<file path="config.mk">
export PLATFORM = sky130hd
export DESIGN_NAME = cs_uart_word_tx
export DESIGN_NICKNAME = d
export VERILOG_FILES = /design/src/rtl/cuwt_pkg.sv /design/src/rtl/cuwt_cs_gate.sv /design/src/rtl/cuwt_frame_shifter.sv /design/src/rtl/cuwt_hold_ctrl.sv /design/src/rtl/cs_uart_word_tx.sv
export SDC_FILE = /design/constraint.sdc
export NUM_CORES = 1
export LEC_CHECK = 0
export BUFFER_PORTS_ARGS = -buffer_cell sky130_fd_sc_hd__buf_2
export CAP_MARGIN = 20
export CORE_MARGIN = 5
export CORE_UTILIZATION = 30
export DETAILED_ROUTE_END_ITERATION = 8
export GPL_TIMING_DRIVEN = 0
export HOLD_SLACK_MARGIN = 0.05
export RECOVER_POWER = 25
export SYNTH_ARGS = -nofsm -noshare
export SYNTH_HDL_FRONTEND = slang
export SYNTH_SLANG_ARGS = --single-unit
</file>
<file path="constraint.sdc">
create_clock -name sclk -period 1.9 [get_ports sclk]
set_input_delay 0.19 -clock sclk [delete_from_list [all_inputs] [get_ports sclk]]
set_output_delay 0.19 -clock sclk [all_outputs]
set_load 0.01 [all_outputs]
</file>
<file path="src/rtl/cuwt_pkg.sv">
package cuwt_pkg;

  // Widest byte that the frame bit function accepts.
  localparam int unsigned MAX_W = 32;

  typedef enum logic {
    SEL_UPPER = 1'b0,
    SEL_LOWER = 1'b1
  } byte_sel_e;

  // Value of line bit `pos` of a character carrying `data`:
  // position 0 is the start bit, 1..byte_w are data (LSB first), rest are stop.
  function automatic logic frame_bit(input logic [MAX_W-1:0] data,
                                     input int unsigned      pos,
                                     input int unsigned      byte_w);
    logic r;
    r = 1'b1;
    if (pos == 0) begin
      r = 1'b0;
    end else begin
      for (int i = 0; i < MAX_W; i++) begin
        if ((i + 1) == pos && pos <= byte_w) r = data[i];
      end
    end
    return r;
  endfunction

  function automatic byte_sel_e flip_sel(input byte_sel_e s);
    return (s == SEL_UPPER) ? SEL_LOWER : SEL_UPPER;
  endfunction

endpackage

</file>
<file path="src/rtl/cuwt_cs_gate.sv">
module cuwt_cs_gate (
  input  logic sclk,
  input  logic rst_n,
  input  logic cs_n,
  input  logic busy_i,
  output logic start_o
);

  logic armed_q;

  // Start needs an idle line, a low select, and a high select seen since the last start.
  assign start_o = !cs_n && armed_q && !busy_i;

  always_ff @(negedge sclk or negedge rst_n) begin
    if (!rst_n) begin
      armed_q <= 1'b1;
    end else if (start_o) begin
      armed_q <= 1'b0;
    end else if (cs_n) begin
      armed_q <= 1'b1;
    end
  end

endmodule

</file>
<file path="src/rtl/cuwt_frame_shifter.sv">
module cuwt_frame_shifter
  import cuwt_pkg::*;
#(
  parameter int unsigned BYTE_W    = 8,
  parameter int unsigned STOP_BITS = 2,
  localparam int unsigned FRAME_LEN = 1 + BYTE_W + STOP_BITS,
  localparam int unsigned IDX_W     = $clog2(FRAME_LEN)
) (
  input  logic              sclk,
  input  logic              rst_n,
  input  logic              start_i,
  input  logic [BYTE_W-1:0] byte_i,
  output logic              sdo_o,
  output logic              oe_o,
  output logic              busy_o,
  output logic              done_o,
  output logic [IDX_W-1:0]  idx_o
);

  localparam logic [IDX_W-1:0] LAST_IDX = IDX_W'(FRAME_LEN - 1);

  logic              busy_q;
  logic              oe_q;
  logic              sdo_q;
  logic [IDX_W-1:0]  idx_q;
  logic [BYTE_W-1:0] shreg_q;
  logic [MAX_W-1:0]  shreg_ext;
  logic [MAX_W-1:0]  byte_ext;

  always_comb begin
    shreg_ext = '0;
    shreg_ext[BYTE_W-1:0] = shreg_q;
    byte_ext = '0;
    byte_ext[BYTE_W-1:0] = byte_i;
  end

  // The edge that closes the frame is the one after the last stop bit began.
  assign done_o = busy_q && (idx_q == LAST_IDX);

  always_ff @(negedge sclk or negedge rst_n) begin
    if (!rst_n) begin
      busy_q  <= 1'b0;
      oe_q    <= 1'b0;
      sdo_q   <= 1'b1;
      idx_q   <= '0;
      shreg_q <= '0;
    end else if (start_i) begin
      busy_q  <= 1'b1;
      oe_q    <= 1'b1;
      idx_q   <= '0;
      shreg_q <= byte_i;
      sdo_q   <= frame_bit(byte_ext, 0, BYTE_W);
    end else if (done_o) begin
      busy_q  <= 1'b0;
      oe_q    <= 1'b0;
      sdo_q   <= 1'b1;
      idx_q   <= '0;
    end else if (busy_q) begin
      idx_q   <= idx_q + 1'b1;
      sdo_q   <= frame_bit(shreg_ext, int'(idx_q) + 1, BYTE_W);
    end
  end

  assign sdo_o  = sdo_q;
  assign oe_o   = oe_q;
  assign busy_o = busy_q;
  assign idx_o  = idx_q;

endmodule

</file>
<file path="src/rtl/cuwt_hold_ctrl.sv">
module cuwt_hold_ctrl
  import cuwt_pkg::*;
#(
  parameter int unsigned DATA_W = 16,
  localparam int unsigned BYTE_W = DATA_W / 2
) (
  input  logic              sclk,
  input  logic              rst_n,
  input  logic [DATA_W-1:0] word_i,
  input  logic              word_valid_i,
  input  logic              busy_i,
  input  logic              start_i,
  input  logic              done_i,
  output logic [BYTE_W-1:0] byte_o,
  output logic              rdy_o,
  output logic              accept_o,
  output byte_sel_e         sel_o,
  output logic [DATA_W-1:0] hold_o
);

  logic [DATA_W-1:0] hold_q;
  byte_sel_e         sel_q;
  logic              rdy_q;

  function automatic logic [BYTE_W-1:0] pick_byte(input logic [DATA_W-1:0] w,
                                                  input byte_sel_e         s);
    return (s == SEL_UPPER) ? w[DATA_W-1 -: BYTE_W] : w[BYTE_W-1:0];
  endfunction

  // A word is taken only while the line is quiet and no frame is launching.
  assign accept_o = word_valid_i && !busy_i && !start_i;

  always_ff @(negedge sclk or negedge rst_n) begin
    if (!rst_n) begin
      hold_q <= '0;
      sel_q  <= SEL_UPPER;
      rdy_q  <= 1'b0;
    end else if (accept_o) begin
      hold_q <= word_i;
      sel_q  <= SEL_UPPER;
      rdy_q  <= 1'b1;
    end else if (done_i) begin
      sel_q  <= flip_sel(sel_q);
      if (sel_q == SEL_LOWER) rdy_q <= 1'b0;
    end
  end

  assign byte_o = pick_byte(hold_q, sel_q);
  assign rdy_o  = rdy_q;
  assign sel_o  = sel_q;
  assign hold_o = hold_q;

endmodule

</file>
<file path="src/rtl/cs_uart_word_tx.sv">
module cs_uart_word_tx
  import cuwt_pkg::*;
#(
  parameter int unsigned DATA_W    = 16,
  parameter int unsigned STOP_BITS = 2,
  localparam int unsigned BYTE_W    = DATA_W / 2,
  localparam int unsigned FRAME_LEN = 1 + BYTE_W + STOP_BITS,
  localparam int unsigned IDX_W     = $clog2(FRAME_LEN)
) (
  input  logic              sclk,
  input  logic              rst_n,
  input  logic [DATA_W-1:0] word_in,
  input  logic              word_valid,
  input  logic              cs_n,
  output logic              data_rdy,
  output logic              sdo,
  output logic              sdo_oe
);

  // Named internal events, brought out for the checker.
  logic              start_evt;
  logic              done_evt;
  logic              accept_evt;
  logic              busy;
  logic [IDX_W-1:0]  bit_idx;
  logic [DATA_W-1:0] hold_q;
  byte_sel_e         sel_q;
  logic [BYTE_W-1:0] tx_byte;

  cuwt_cs_gate gate_i (
    .sclk    (sclk),
    .rst_n   (rst_n),
    .cs_n    (cs_n),
    .busy_i  (busy),
    .start_o (start_evt)
  );

  cuwt_hold_ctrl #(
    .DATA_W (DATA_W)
  ) hold_i (
    .sclk         (sclk),
    .rst_n        (rst_n),
    .word_i       (word_in),
    .word_valid_i (word_valid),
    .busy_i       (busy),
    .start_i      (start_evt),
    .done_i       (done_evt),
    .byte_o       (tx_byte),
    .rdy_o        (data_rdy),
    .accept_o     (accept_evt),
    .sel_o        (sel_q),
    .hold_o       (hold_q)
  );

  cuwt_frame_shifter #(
    .BYTE_W    (BYTE_W),
    .STOP_BITS (STOP_BITS)
  ) shift_i (
    .sclk    (sclk),
    .rst_n   (rst_n),
    .start_i (start_evt),
    .byte_i  (tx_byte),
    .sdo_o   (sdo),
    .oe_o    (sdo_oe),
    .busy_o  (busy),
    .done_o  (done_evt),
    .idx_o   (bit_idx)
  );

endmodule

</file>
==> flow_summary.ini, run 1 <==
[run_status]
status = finished with violations
violations = setup timing

[place]
gp_congestion = 0.743
dp.cells = 238
port_buffers = 22
hpwl_mm = 2.21

[setup_path]
critPathMaxFanout = 2
worst-setup-path-type = flop to output port
cp_cell_sequence = buf_6
cp_slowest_cell = dfstp_2
cp.arrival_ns = 1.91
cp_slowest_stage_delay_ns = 0.53
end_kind = output port
worstPathRequired_ns = 1.71
cp_top_family = flip-flops
start_kind = flop
path_buf_inv = 1

[cts]
cts_tree = done
cts_buffers = 5
ctsHtreeMaxLevel = 2
postCtsHoldBufs = 0
cts.sinks = 33
cts.reportedPaths.clkPinSlew_ns = 0.05
clk_path_buf_depth = 2
clk_latency_ns = 0.33
cts_root_buffer = clkbuf_8

[detailed_routing]
first_pass_iters = 4
totalWireLength_mm = 3.51
drcViolationCount = 0
vias = 1212
first_iter_violations = 65
antenna_left = 0
avgRoutedWirePerCell_um = 13.5
vias_per_cell = 4.68

[global_routing]
grtUsageMet1_pct = 14.0
grt_pass1_wl_mm = 5.98
antenna_found_initial = 0
grt_use_met2_pct = 17.1
grt_pass1_vias = 1251
grt-ovfl-total = 0
grt_max_degree = 34
grt_usage_pct = 10.8
top_usage_layer = met2
met3_usage_pct = 2.97

[yosys]
synth_nets = 172
async_flop_share_pct = 100
synth_fa_ha_area_share_pct = 4.64
synth_xor_area_share_pct = 1.08
ys_seq_elements = 33
muxShareOfSynthArea_pct = 16.7
ys.flop_type = dfrtn_1
synth-simple-area-share_pct = 12.0
ys_seq_area_share_pct = 51.2
yosys_warnings = 0
yosysUniqueCellTypes = 36
netlist_area_sq_um = 1620
synth_compound_area_share_pct = 10.4
synth_cells = 146
syn_avg_cell_area_sq_um = 11.1
synth_edf_count = 0
synth_top_family_by_area = multiplexers

[die]
dieArea_sq_um = 6960
core_area_sq_um = 5170
rows = 26
die_h_um = 83.4
start_util_pct = 31.3
io_pins = 23
die_w_um = 83.4

[sta]
worst_slack_ns = -0.200
max_slew_margin_pct = 46.4
skew_ns = 0.0490
setup_violations = 17
slew_violations = 0
rsz0062_at_grt = true
tightest_slew_ns = 0.804
hold_viol_final = 0

[power]
intPower_w = 0.00228
swShare_pct = 34.1
power_density_nw_per_um2 = 1580
ir_worst_vdd_uv = 724
clock_power_share_pct = 14.6
pwr-share-comb_pct = 47.9
p_leak_nw = 0.997
pwr-share-seq_pct = 37.5
p_sw_w = 0.00118
power_w = 0.00347

[finish]
mostFrequentLayoutCell = dfrtn_1
finalNonFillerCells = 259
mostFrequentLayoutCells = dfrtn_1 (31), buf_2 (20), nor2_1 (16), mux2_4 (16)
syn2layout_area_growth_pct = 35.8
antenna_cells = 0
drive_above_1_share_pct = 39.2
finalNetCount = 214

[min_path]
min_path_type = flop to flop

[run]
cap_violations = 0
[logic make-up after synthesis]
| logic type | after synthesis |
|---|---|
| AOI/OAI and AO/OA | 27 |
| muxes | 25 |
| adders and majority gates | 6 |
| xor gates and xnor gates | 2 |
| DFF | 33 |
| buffers and inverters | 13 |
| and+or+nand+nor | 40 |
[cell usage after synthesis, types with 2 or more instances]
library cell	n	area share, %
dfstp_2	2	3.3
a21oi_1	11	3.4
ha_1	6	4.6
nor2_1	16	3.7
nand2b_1	2	0.77
and2_1	3	1.2
nor4b_1	2	1.1
mux2_2	15	10
o21ai_0	6	1.9
nand2_1	10	2.3
clkbuf_1	2	0.46
dfrtn_1	31	48
buf_2	2	0.62
mux2i_1	9	5.6
xnor2_1	2	1.1
and3_1	2	0.77
inv_1	6	1.4
[power by group through the flow]
stage	sequential, W	combinational [W]	clock (W)
6_report	0.00130	0.00166	0.000507
5_1_grt	0.00134	0.00184	0.000573
4_1_cts	0.00129	0.00153	0.000528
3_5_place_dp	0.00134	0.00128	0.00000989
3_3_place_gp	0.00133	0.00126	0.00000989
2_1_floorplan	0.00128	0.00103	0.00000989
[sequential cells by signal, indices dropped and copies added, names as in the netlist]
name             count
shift_i.sdo_o        1
hold_i.rdy_o         1
hold_i.hold_o       16
shift_i.idx_o        4
shift_i.shreg_q      8
gate_i.armed_q       1
hold_i.sel_o         1
shift_i.busy_o       1
[layer usage]
metal	wire, um	vias up	share of wire [%]
li1	-	593	-
met2	1640	24	47
met1	1670	588	48
met4	54	0	1.5
met5	0	-	0
met3	144	7	4.1
[timing repair]
action                                 in CTS  in global routing
gates resized for setup                    19                 12
pin swaps                                   2                  6
gates cloned                                2                  0
endpoints found under the hold margin       0                  0
setup endpoints to repair                  22                 24
buffers inserted                           11                  3
[layout make-up]
type                    count  area (sq um)
clock inverters             2          7.51
well taps                  70          87.6
fillers                   512          2980
clock buffers               8          80.1
flip-flops and latches     33           828
repair buffers             36           267
multi-input cells         101           858
plain buffers               4          36.3
inverters                   5          31.3
[metrics by stage]
step | util [%] | hold WS, ns | instance area [sq um] | worst slack (ns) | setup TNS, ns
4_1_cts | 41.3 | 0.425 | 2130 | -0.213 | -1.49
3_5_place_dp | 36.5 | 0.425 | 1890 | -0.658 | -12.40
2_1_floorplan | - | 0.441 | 1690 | -0.298 | -3.94
6_report | 42.5 | 0.422 | 2200 | -0.200 | -1.21
5_1_grt | 42.5 | 0.447 | 2200 | -0.244 | -1.56
3_3_place_gp | 36.5 | 0.419 | 1890 | -0.637 | -11.98
[path summary, 6_finish.rpt]
path                       slack, ns                end  cells past startpoint              from
setup / recovery               -0.20                sdo                      1     shift_i.sdo_o
hold / removal                  0.42       hold_i.rdy_o                      1      hold_i.rdy_o
setup reg to reg                0.06      shift_i.sdo_o                      7  shift_i.idx_o[0]
hold reg to reg                 0.42       hold_i.rdy_o                      1      hold_i.rdy_o
max in group asynchronous       0.54  hold_i.hold_o[12]                      1             rst_n
min in group asynchronous       0.81   shift_i.idx_o[3]                      1             rst_n
No activity file was read; power rests on OpenSTA's default activity.
==> run 2: changes to the inputs <==
clock period = 2.32 ns   (was 1.9 ns; I/O delays follow)
==> run 2 against run 1 <==
Net effect:
- the run still ends with setup timing left
- utilization shrank 3.7 points
- hold slack better by 0.00072 ns
- first-iteration DRC count is 15% higher
- final area shrank 8.8%
- global-route usage fell by 1.4 points
- setup slack gained 0.15 ns
- clock-buffer cell count is 1 lower
- routed wire length shrank 15%
- largest power group is now sequential cells
- sequential cell count stayed put
- critical path depth unchanged
- sequential power down 17%
- clock skew rose by 0.0077 ns
==> flow_summary.ini, run 2 (synthesis results as in run 1) <==
[run_status]
status = finished with violations
violations = setup timing

[min_path]
min_path_type = flop to flop

[detailed_routing]
first_pass_iters = 4
avgRoutedWirePerCell_um = 12.0
vias = 1150
first_iter_violations = 75
totalWireLength_mm = 2.99
antenna_left = 0
vias_per_cell = 4.64
drcViolationCount = 0

[power]
pwr-share-comb_pct = 40.8
p_leak_nw = 0.920
power_w = 0.00263
p_sw_w = 0.000888
power_density_nw_per_um2 = 1310
pwr-share-seq_pct = 41.0
clock_power_share_pct = 18.2
swShare_pct = 33.7
ir_worst_vdd_uv = 524
intPower_w = 0.00174

[global_routing]
grt_pass1_wl_mm = 5.33
antenna_found_initial = 0
grt-ovfl-total = 0
grt_pass1_vias = 1165
grt_usage_pct = 9.44
grt_max_degree = 34

[cts]
ctsHtreeMaxLevel = 2
cts_root_buffer = clkbuf_8
clk_latency_ns = 0.34
cts_tree = done
clk_path_buf_depth = 2
cts_buffers = 5
cts.reportedPaths.clkPinSlew_ns = 0.05
cts.sinks = 33
postCtsHoldBufs = 0

[sta]
holdWs_ns = 0.423
max_slew_margin_pct = 46.9
slew_violations = 0
setup_violations = 1
hold_viol_final = 0
tightest_slew_ns = 0.796
rsz0062_at_grt = true
worst_slack_ns = -0.0459
skew_ns = 0.0567

[finish]
drive_above_1_share_pct = 32.6
syn2layout_area_growth_pct = 23.8
antenna_cells = 0
mostFrequentLayoutCells = dfrtn_1 (31), buf_2 (20), nor2_1 (16), nand2_1 (10), a21oi_1 (10)
finalNonFillerCells = 248
mostFrequentLayoutCell = dfrtn_1
largest_reg_flops = 16
finalNetCount = 203

[place]
dp.cells = 238
dp_slack_ns = -0.453
hpwl_mm = 2.18
port_buffers = 22
gp_congestion = 0.745

[run]
cap_violations = 0

[die]
start_util_pct = 31.3
rows = 26
die_h_um = 83.4
core_area_sq_um = 5170
io_pins = 23
dieArea_sq_um = 6960
die_w_um = 83.4

[setup_path]
cp_slowest_cell = dfstp_2
worstPathRequired_ns = 2.09
cp_slowest_stage_delay_ns = 0.54
end_kind = output port
cp_cell_sequence = buf_6
worst-setup-path-type = flop to output port
critPathMaxFanout = 2
cp_top_family = flip-flops
cp.arrival_ns = 2.13
path_buf_inv = 1
start_kind = flop
[run 2: cell types whose count changed in the layout (fill, tap and decap cells not counted), sizes merged]
cell    change
buf        -10
and2        -1
clkbuf      -1
inv         +1
[run 2: worst paths after layout]
check,startpoint,to,slack (ns),cells past startpoint
setup / recovery,shift_i.sdo_o,sdo,-0.05,1
hold / removal,hold_i.rdy_o,hold_i.rdy_o,0.42,1
setup reg to reg,shift_i.idx_o[0],shift_i.sdo_o,0.21,6
hold reg to reg,hold_i.rdy_o,hold_i.rdy_o,0.42,1
max in group asynchronous,rst_n,shift_i.idx_o[1],0.72,1
min in group asynchronous,rst_n,shift_i.idx_o[0],1.06,1
[run 2: area by class of cell]
type / count / area (sq um)
Buffer: 5 / 36.3
Clock buffer: 7 / 96.3
Clock inverter: 3 / 11.3
Fill cell: 536 / 3170
Inverter: 5 / 31.3
Multi-Input combinational cell: 100 / 769
Sequential cell: 33 / 828
Tap cell: 70 / 87.6
Timing Repair Buffer: 25 / 141
[run 2: per-stage QoR]
stage | setup TNS, ns | instance area, sq um | utilization, %
CTS | -0.0605 | 2030 | 39.2
global placement | -9.41 | 1880 | 36.4
detailed placement | -9.65 | 1880 | 36.4
finish | -0.0459 | 2000 | 38.7
floorplan | -1.17 | 1680 | -
global route | -0.0859 | 2000 | 38.7
[run 2: power groups by stage]
stage / sequential (W) / clock [W] / combinational (W)
floorplan: 0.00105 / 0.00000810 / 0.000841
global placement: 0.00109 / 0.00000810 / 0.00104
detailed placement: 0.00110 / 0.00000810 / 0.00104
CTS: 0.00108 / 0.000499 / 0.00109
global route: 0.00112 / 0.000523 / 0.00121
finish: 0.00108 / 0.000478 / 0.00107
[run 2: layer usage]
layer / routed length, um / track usage [%]
met1: 1440 / 11.6
met2: 1350 / 15.5
met3: 134 / 2.57
met4: 60 / 4.01
met5: 0 / 0
[run 2: timing repair]
item                                    in CTS  in global routing
gates cloned                                 0                  0
setup buffers                                3                  0
resized for setup                            5                  0
endpoints found under the hold margin        0                  0
endpoints found under the setup margin      24                 18
pin swaps                                    1                  0
